**src/rtl/spi_flash_seq_pkg.sv**
```systemverilog
package spi_flash_seq_pkg;

  localparam int unsigned BYTE_W = 8;

  typedef enum logic [1:0] {
    ST_IDLE  = 2'd0,
    ST_SHIFT = 2'd1,
    ST_TAIL  = 2'd2,
    ST_GAP   = 2'd3
  } seq_state_e;

  // opcode byte + address bytes + one data byte
  function automatic int unsigned frame_len(input int unsigned addr_bytes);
    return BYTE_W * (addr_bytes + 2);
  endfunction

  // index (0-based) of the first rising edge that belongs to the data byte
  function automatic int unsigned data_start(input int unsigned addr_bytes);
    return BYTE_W * (addr_bytes + 1);
  endfunction

endpackage

```
**src/rtl/spi_half_tick.sv**
```systemverilog
module spi_half_tick #(
  parameter int unsigned HALF = 3
) (
  input  logic clk,
  input  logic rst_n,
  input  logic en,
  output logic tick
);
  localparam int unsigned CW = $clog2(HALF) + 1;
  localparam logic [CW-1:0] LAST = CW'(HALF - 1);

  logic [CW-1:0] cnt_q;

  always_ff @(posedge clk or negedge rst_n) begin
    if (!rst_n) begin
      cnt_q <= '0;
    end else if (!en || cnt_q == LAST) begin
      cnt_q <= '0;
    end else begin
      cnt_q <= cnt_q + 1'b1;
    end
  end

  assign tick = en && (cnt_q == LAST);

  // a half period never ends before the counter starts from zero
  p_tick_after_enable_r8: assert property (@(posedge clk) disable iff (!rst_n)
    (tick && HALF > 1) |-> $past(en));

endmodule

```
**src/rtl/spi_bit_shifter.sv**
```systemverilog
module spi_bit_shifter #(
  parameter int unsigned FRAME_BITS = 40,
  parameter int unsigned RX_W       = 8
) (
  input  logic                  clk,
  input  logic                  rst_n,
  input  logic                  load,
  input  logic [FRAME_BITS-1:0] load_word,
  input  logic                  advance,
  input  logic                  sample,
  input  logic                  keep,
  input  logic                  miso,
  output logic                  mosi,
  output logic [RX_W-1:0]       rx_byte
);
  logic [FRAME_BITS-1:0] sr_q;
  logic [RX_W-1:0]       rx_q;

  always_ff @(posedge clk or negedge rst_n) begin
    if (!rst_n) begin
      sr_q <= '0;
    end else if (load) begin
      sr_q <= load_word;
    end else if (advance) begin
      sr_q <= {sr_q[FRAME_BITS-2:0], 1'b0};
    end
  end

  always_ff @(posedge clk or negedge rst_n) begin
    if (!rst_n) begin
      rx_q <= '0;
    end else if (load) begin
      rx_q <= '0;
    end else if (sample && keep) begin
      rx_q <= {rx_q[RX_W-2:0], miso};
    end
  end

  assign mosi    = sr_q[FRAME_BITS-1];
  assign rx_byte = rx_q;

  // command-phase samples never reach the receive register
  p_rx_ignores_cmd_r6: assert property (@(posedge clk) disable iff (!rst_n)
    (sample && !keep && !load) |=> $stable(rx_byte));

endmodule

```
**src/rtl/spi_frame_ctl.sv**
```systemverilog
module spi_frame_ctl
  import spi_flash_seq_pkg::*;
#(
  parameter int unsigned FRAME_BITS = 40,
  parameter int unsigned DATA_START = 32
) (
  input  logic clk,
  input  logic rst_n,
  input  logic req_valid,
  input  logic req_write,
  input  logic tick,
  output logic tick_en,
  output logic busy,
  output logic cs_n,
  output logic sclk,
  output logic load,
  output logic advance,
  output logic sample,
  output logic keep,
  output logic frame_end,
  output logic is_read
);
  localparam int unsigned RW = $clog2(FRAME_BITS + 1);
  localparam logic [RW-1:0] LAST_RISE = RW'(FRAME_BITS);
  localparam logic [RW-1:0] KEEP_FROM = RW'(DATA_START);

  seq_state_e    state_q;
  logic [RW-1:0] rise_cnt_q;
  logic          sclk_q;
  logic          cs_q;
  logic          rd_q;
  logic          gap_ph_q;

  logic start;
  logic rise_evt;
  logic fall_evt;

  always_comb begin
    start     = (state_q == ST_IDLE) && req_valid;
    rise_evt  = (state_q == ST_SHIFT) && tick && !sclk_q;
    fall_evt  = (state_q == ST_SHIFT) && tick && sclk_q;
    load      = start;
    advance   = fall_evt && (rise_cnt_q != LAST_RISE);
    sample    = rise_evt;
    keep      = rise_cnt_q >= KEEP_FROM;
    frame_end = (state_q == ST_TAIL) && tick;
    tick_en   = state_q != ST_IDLE;
  end

  always_ff @(posedge clk or negedge rst_n) begin
    if (!rst_n) begin
      state_q    <= ST_IDLE;
      rise_cnt_q <= '0;
      sclk_q     <= 1'b0;
      cs_q       <= 1'b1;
      rd_q       <= 1'b0;
      gap_ph_q   <= 1'b0;
    end else begin
      unique case (state_q)
        ST_IDLE: begin
          if (start) begin
            state_q    <= ST_SHIFT;
            cs_q       <= 1'b0;
            rise_cnt_q <= '0;
            rd_q       <= !req_write;
          end
        end
        ST_SHIFT: begin
          if (rise_evt) begin
            sclk_q     <= 1'b1;
            rise_cnt_q <= rise_cnt_q + 1'b1;
          end else if (fall_evt) begin
            sclk_q <= 1'b0;
            if (rise_cnt_q == LAST_RISE) state_q <= ST_TAIL;
          end
        end
        ST_TAIL: begin
          if (tick) begin
            state_q  <= ST_GAP;
            cs_q     <= 1'b1;
            gap_ph_q <= 1'b0;
          end
        end
        ST_GAP: begin
          if (tick) begin
            if (gap_ph_q) state_q <= ST_IDLE;
            else          gap_ph_q <= 1'b1;
          end
        end
        default: state_q <= ST_IDLE;
      endcase
    end
  end

  assign busy    = state_q != ST_IDLE;
  assign cs_n    = cs_q;
  assign sclk    = sclk_q;
  assign is_read = rd_q;

  p_forty_rises_r1: assert property (@(posedge clk) disable iff (!rst_n)
    frame_end |-> rise_cnt_q == LAST_RISE);

  p_no_rise_past_end_r1: assert property (@(posedge clk) disable iff (!rst_n)
    rise_evt |-> rise_cnt_q < LAST_RISE);

  p_clock_parks_low_r7: assert property (@(posedge clk) disable iff (!rst_n)
    (state_q == ST_TAIL) |-> !sclk_q);

endmodule

```
**src/rtl/spi_flash_seq.sv**
```systemverilog
module spi_flash_seq
  import spi_flash_seq_pkg::*;
#(
  parameter int unsigned CLK_DIV    = 4,
  parameter int unsigned ADDR_BYTES = 3,
  parameter logic [7:0]  OP_READ    = 8'h03,
  parameter logic [7:0]  OP_WRITE   = 8'h02
) (
  input  logic                      clk,
  input  logic                      rst_n,
  input  logic                      req_valid,
  input  logic                      req_write,
  input  logic [8*ADDR_BYTES-1:0]   req_addr,
  input  logic [7:0]                req_wdata,
  output logic                      busy,
  output logic                      done,
  output logic [7:0]                rd_data,
  output logic                      spi_sclk,
  output logic                      spi_cs_n,
  output logic                      spi_mosi,
  input  logic                      spi_miso
);
  localparam int unsigned ADDR_W     = BYTE_W * ADDR_BYTES;
  localparam int unsigned FRAME_BITS = frame_len(ADDR_BYTES);
  localparam int unsigned DATA_START = data_start(ADDR_BYTES);
  localparam int unsigned HALF       = CLK_DIV / 2;

  function automatic logic [FRAME_BITS-1:0] pack_frame(
    input logic              wr,
    input logic [ADDR_W-1:0] a,
    input logic [7:0]        d
  );
    return {wr ? OP_WRITE : OP_READ, a, wr ? d : 8'h00};
  endfunction

  logic tick, tick_en;
  logic load, advance, sample, keep, frame_end, is_read;
  logic [7:0] rx_byte;
  logic done_q;
  logic [7:0] rd_q;

  spi_half_tick #(.HALF(HALF)) u_tick (
    .clk (clk), .rst_n (rst_n), .en (tick_en), .tick (tick)
  );

  spi_frame_ctl #(.FRAME_BITS(FRAME_BITS), .DATA_START(DATA_START)) u_ctl (
    .clk       (clk),
    .rst_n     (rst_n),
    .req_valid (req_valid),
    .req_write (req_write),
    .tick      (tick),
    .tick_en   (tick_en),
    .busy      (busy),
    .cs_n      (spi_cs_n),
    .sclk      (spi_sclk),
    .load      (load),
    .advance   (advance),
    .sample    (sample),
    .keep      (keep),
    .frame_end (frame_end),
    .is_read   (is_read)
  );

  spi_bit_shifter #(.FRAME_BITS(FRAME_BITS), .RX_W(8)) u_shift (
    .clk       (clk),
    .rst_n     (rst_n),
    .load      (load),
    .load_word (pack_frame(req_write, req_addr, req_wdata)),
    .advance   (advance),
    .sample    (sample),
    .keep      (keep),
    .miso      (spi_miso),
    .mosi      (spi_mosi),
    .rx_byte   (rx_byte)
  );

  always_ff @(posedge clk or negedge rst_n) begin
    if (!rst_n) begin
      done_q <= 1'b0;
      rd_q   <= '0;
    end else begin
      done_q <= frame_end;
      if (frame_end && is_read) rd_q <= rx_byte;
    end
  end

  assign done    = done_q;
  assign rd_data = rd_q;

  // cycles spent with chip select high, saturating
  localparam int unsigned HW = $clog2(CLK_DIV + 1) + 1;
  localparam logic [HW-1:0] GAP_MIN = HW'(CLK_DIV);
  logic [HW-1:0] cs_hi_cnt;

  always_ff @(posedge clk or negedge rst_n) begin
    if (!rst_n)              cs_hi_cnt <= GAP_MIN;
    else if (!spi_cs_n)      cs_hi_cnt <= '0;
    else if (cs_hi_cnt != GAP_MIN) cs_hi_cnt <= cs_hi_cnt + 1'b1;
  end

  p_cs_gap_r11: assert property (@(posedge clk) disable iff (!rst_n)
    $fell(spi_cs_n) |-> cs_hi_cnt >= GAP_MIN);

  p_sclk_idle_low_r7: assert property (@(posedge clk) disable iff (!rst_n)
    spi_cs_n |-> !spi_sclk);

  p_mosi_steady_r7: assert property (@(posedge clk) disable iff (!rst_n)
    (spi_sclk && $past(spi_sclk)) |-> $stable(spi_mosi));

  p_sclk_on_tick_r8: assert property (@(posedge clk) disable iff (!rst_n)
    ($rose(spi_sclk) || $fell(spi_sclk)) |-> $past(tick));

  p_done_with_cs_r9: assert property (@(posedge clk) disable iff (!rst_n)
    done |-> (spi_cs_n && !$past(spi_cs_n)));

  p_done_single_r9: assert property (@(posedge clk) disable iff (!rst_n)
    done |=> !done);

  p_start_from_idle_r10: assert property (@(posedge clk) disable iff (!rst_n)
    $fell(spi_cs_n) |-> !$past(busy));

  initial begin
    a_even_div_r8: assert (CLK_DIV >= 2 && CLK_DIV % 2 == 0)
      else $error("CLK_DIV must be even and at least 2");
  end

endmodule

```
**config.mk**
```make
export PLATFORM = sky130hd
export DESIGN_NAME = spi_flash_seq
export DESIGN_NICKNAME = d
export VERILOG_FILES = /design/src/rtl/spi_flash_seq_pkg.sv /design/src/rtl/spi_half_tick.sv /design/src/rtl/spi_bit_shifter.sv /design/src/rtl/spi_frame_ctl.sv /design/src/rtl/spi_flash_seq.sv
export SDC_FILE = /design/constraint.sdc
export NUM_CORES = 1
export LEC_CHECK = 0
export CORE_ASPECT_RATIO = 2
export CORE_MARGIN = 2
export CORE_UTILIZATION = 25
export CTS_CLUSTER_SIZE = 10
export DETAILED_ROUTE_END_ITERATION = 10
export HOLD_SLACK_MARGIN = 0.06
export SYNTH_ARGS = -nofsm -noshare
export SYNTH_HDL_FRONTEND = slang
export SYNTH_SLANG_ARGS = --single-unit
```
**constraint.sdc**
```tcl
create_clock -name clk -period 1.84 [get_ports clk]
set_clock_uncertainty 0.1 [all_clocks]
set_input_delay 0.552 -clock clk [delete_from_list [all_inputs] [get_ports clk]]
set_output_delay 0.552 -clock clk [all_outputs]
set_load 0.005 [all_outputs]
```
==> results.sh <==
export IMPL_outcome="complete, but fails checks"
export IMPL_violations="negative setup slack"
export IMPL_ys_warn_count=0
export IMPL_overflow=0
export IMPL_numCtsBuffers=9
export IMPL_drc=0
export IMPL_crit_top_cell="buf_12"
export IMPL_ys_top_cells_by_area="dfrtp_1 55%, a221o_1 9.8%, nand2_1 6.9%, nor2_1 4.7%, o21ai_0 3.3%"
export IMPL_track_usage=0.121
export IMPL_finalNetCount=435
export IMPL_wl_per_cell_um=14.7
export IMPL_critPathTopFamily="buffers and inverters"
export IMPL_port_buffers=49
export IMPL_clk_pin_slew_ns=0.06
export IMPL_dpl_instance_area_um2=4020
export IMPL_ff2ff_setup_slack_ns=-0.04
export IMPL_pre_cts_ws_ns=-0.166
export IMPL_r2r_end="u_shift.sr_q[6]"
export IMPL_syn_nets=346
export IMPL_drv_slew=0
export IMPL_min_period_ns=1.88
export IMPL_cts_tree="done"
export IMPL_worstPathArrival_ns=1.99
export IMPL_syn_area_per_cell_um2=10.5
export IMPL_rows=58
export IMPL_finalWorstSetupSlack_ns=-0.0420
export IMPL_antenna_found_initial=0
export IMPL_grt_first_pass_wirelength_um=13100
export IMPL_ir_worst_vdd_mv=0.405
export IMPL_setup_viol=28
export IMPL_vias_per_cell=4.66
export IMPL_period_share=1.02
export IMPL_grt_pass1_vias=2721
export IMPL_relSlewSlack=0.752
export IMPL_hold_start="u_tick.cnt_q[0]"
export IMPL_whs_path_depth=1
export IMPL_cts_sinks=71
export IMPL_clockBufferDepth=2
export IMPL_tightest_slew_ns=0.372
export IMPL_cp_depth=8
export IMPL_yosysSeqAreaShare=0.561
export IMPL_antenna_left=0
export IMPL_min_to="u_tick.cnt_q[0]"
export IMPL_hp_class="reg -> reg"
export IMPL_coreArea_um2=12500
export IMPL_maxCapViolCount=0
export IMPL_p_per_area_nw_per_um2=734
export IMPL_synth_top_area_frac=0.553
export IMPL_fin_tns_setup_ns=-0.719
export IMPL_synth_cells=302
export IMPL_rr_startpoint="u_ctl.rise_cnt_q[1]"
export IMPL_slowest_delay_ns=0.38
export IMPL_ys_ff_latch=71
export IMPL_path_buf_inv=4
export IMPL_die_h_um=163
export IMPL_die_w_um=83.6
export IMPL_vias=2544
export IMPL_finalPower_uw=3480
export IMPL_grt_max_degree=34
export IMPL_hpwl_um=5150
export IMPL_clk_latency_ns=0.33
export IMPL_drive_gt1_frac=0.250
export IMPL_max_freq_mhz=531
export IMPL_antennaDiodeCount=0
export IMPL_synth_area_um2=3170
export IMPL_dr_pass1_iters=4
export IMPL_crit_required_ns=1.95
export IMPL_power_leakage_uw=0.00227
export IMPL_hold_violations=0
export IMPL_cts_root_buffer="clkbuf_16"
export IMPL_ioPinCount=50
export IMPL_dieArea_um2=13600
export IMPL_crit_chain="inv_1 > ha_2 > and4bb_2 > a21oi_4 > buf_12 > buf_12 > buf_16 > a221o_1"
export IMPL_wl_um=8010
export IMPL_h_tree_depth=3
export IMPL_place_gp_congestion=0.799
export IMPL_whs_ns=0.343
export IMPL_critPathKind="reg -> reg"
export IMPL_yosysTopAreaCell="dfrtp_1"
export IMPL_crit_path_max_fanout=6
export IMPL_cpMaxStageDelayCell="dfrtp_1"
export IMPL_endpoint_kind="register"
export IMPL_synth_cell_type_count=34
export IMPL_rsz0062_at_grt="yes"
export IMPL_start_kind="register"
export IMPL_drt_iter0_drc=144
export IMPL_start_util=0.254
export IMPL_syn_to_final_growth_pct=49.9
export IMPL_worstRegToRegCells=8
export IMPL_final_cell_area_um2=4750
flip-flops by register name, summed over array words and instances, names as in the netlist:
register,count
u_shift.sr_q,40
rd_data,8
u_shift.rx_byte,8
u_ctl.rise_cnt_q,6
u_ctl.state_q,2
u_tick.cnt_q,2
done,1
u_ctl.cs_n,1
u_ctl.gap_ph_q,1
u_ctl.is_read,1
u_ctl.sclk,1
cell type report:
| class | count | area (um^2) |
|---|---|---|
| Fill cell | 1222 | 7740 |
| Sequential cell | 71 | 1780 |
| Multi-Input combinational cell | 202 | 1390 |
| Timing Repair Buffer | 96 | 1050 |
| Clock buffer | 12 | 246 |
| Tap cell | 150 | 188 |
| Clock inverter | 4 | 45.0 |
| Inverter | 11 | 41.3 |
routing by layer:
layer,GRT usage,part of all wire
met1,0.130,0.39
met2,0.220,0.55
met3,0.0167,0.016
met4,0.0762,0.036
met5,0,0
synthesized netlist by cell type:
master,count
nor3_1,2
clkbuf_1,9
o211ai_1,1
and3_1,1
a221o_1,31
o21ai_0,21
nand4_1,1
nand4b_1,1
nand4bb_1,1
and2_1,2
a211oi_1,2
a21oi_4,1
and4bb_1,1
nor2b_1,2
buf_2,3
nand3_1,3
dfrtp_1,70
nor2_1,40
dfstp_2,1
mux2_2,9
nand2b_1,1
o21a_1,1
o31ai_1,1
inv_1,11
nand2_2,1
or3_1,1
xor2_1,1
nand2_1,58
o2bb2ai_1,1
a21oi_1,2
mux2i_1,9
buf_1,1
buf_4,5
ha_1,7
cells in the final DEF, fill, tap and decap left out, drive strengths merged, types with 2 or more instances in the layout:
| cell type | synthesis | routed |
|---|---|---|
| mux2 | 9 | 9 |
| mux2i | 9 | 9 |
| nor2b | 2 | 2 |
| dlygate4sd2 | 0 | 5 |
| clkbuf | 9 | 13 |
| a221o | 31 | 31 |
| a211oi | 2 | 2 |
| nor2 | 40 | 40 |
| clkinv | 0 | 3 |
| a21oi | 3 | 3 |
| inv | 11 | 11 |
| buf | 9 | 47 |
| nor3 | 2 | 2 |
| nand3 | 3 | 3 |
| clkdlybuf4s50 | 0 | 36 |
| and2 | 2 | 2 |
| nand2 | 59 | 59 |
| dlymetal6s2s | 0 | 6 |
| ha | 7 | 7 |
| o21ai | 21 | 21 |
| dfrtp | 70 | 70 |
worst max path at each step:
stage	end	startpoint	slack, ns
after detailed placement	u_ctl.state_q[1]	req_valid	-0.17
after global routing	u_ctl.rise_cnt_q[5]	u_ctl.state_q[0]	-0.11
final	u_shift.sr_q[6]	u_ctl.rise_cnt_q[1]	-0.04
after global placement	u_ctl.state_q[1]	req_valid	-0.16
after floorplan	u_shift.sr_q[10]	u_ctl.state_q[0]	0.05
after CTS	u_shift.sr_q[31]	u_ctl.rise_cnt_q[1]	-0.09
power breakdown:
| group | internal, uW | switching, uW | total (uW) |
|---|---|---|---|
| Sequential | 1590 | 14.0 | 1600 |
| Clock | 1080 | 625 | 1700 |
| Combinational | 105 | 74.3 | 180 |
stage by stage:
step | std cells | utilization
detailed placement | 510 | 0.322
finish | 546 | 0.380
global placement | 510 | 0.322
CTS | 545 | 0.376
floorplan | 302 | -
global route | 546 | 0.380
cells by family (layout without fill, tap and decap cells):
kind of cell | count (synthesis) | in the layout | share of synthesized area
flops | 71 | 71 | 0.561
xor+xnor | 1 | 1 | 0.00277
fa+ha+maj | 7 | 7 | 0.0277
simple gates | 115 | 115 | 0.152
mux | 18 | 18 | 0.0605
buf+inv | 29 | 123 | 0.0415
compound gates | 61 | 61 | 0.154
timing repair:
item                                   4_1_cts  5_1_grt
setup endpoints to repair                   51       67
setup buffers                               11        5
gates resized for setup                     31       38
gates cloned                                 7        1
hold buffers                                 1        0
pin swaps                                   12       16
endpoints found under the hold margin       24        0
Note: power is estimated with default switching activity, not from simulation.
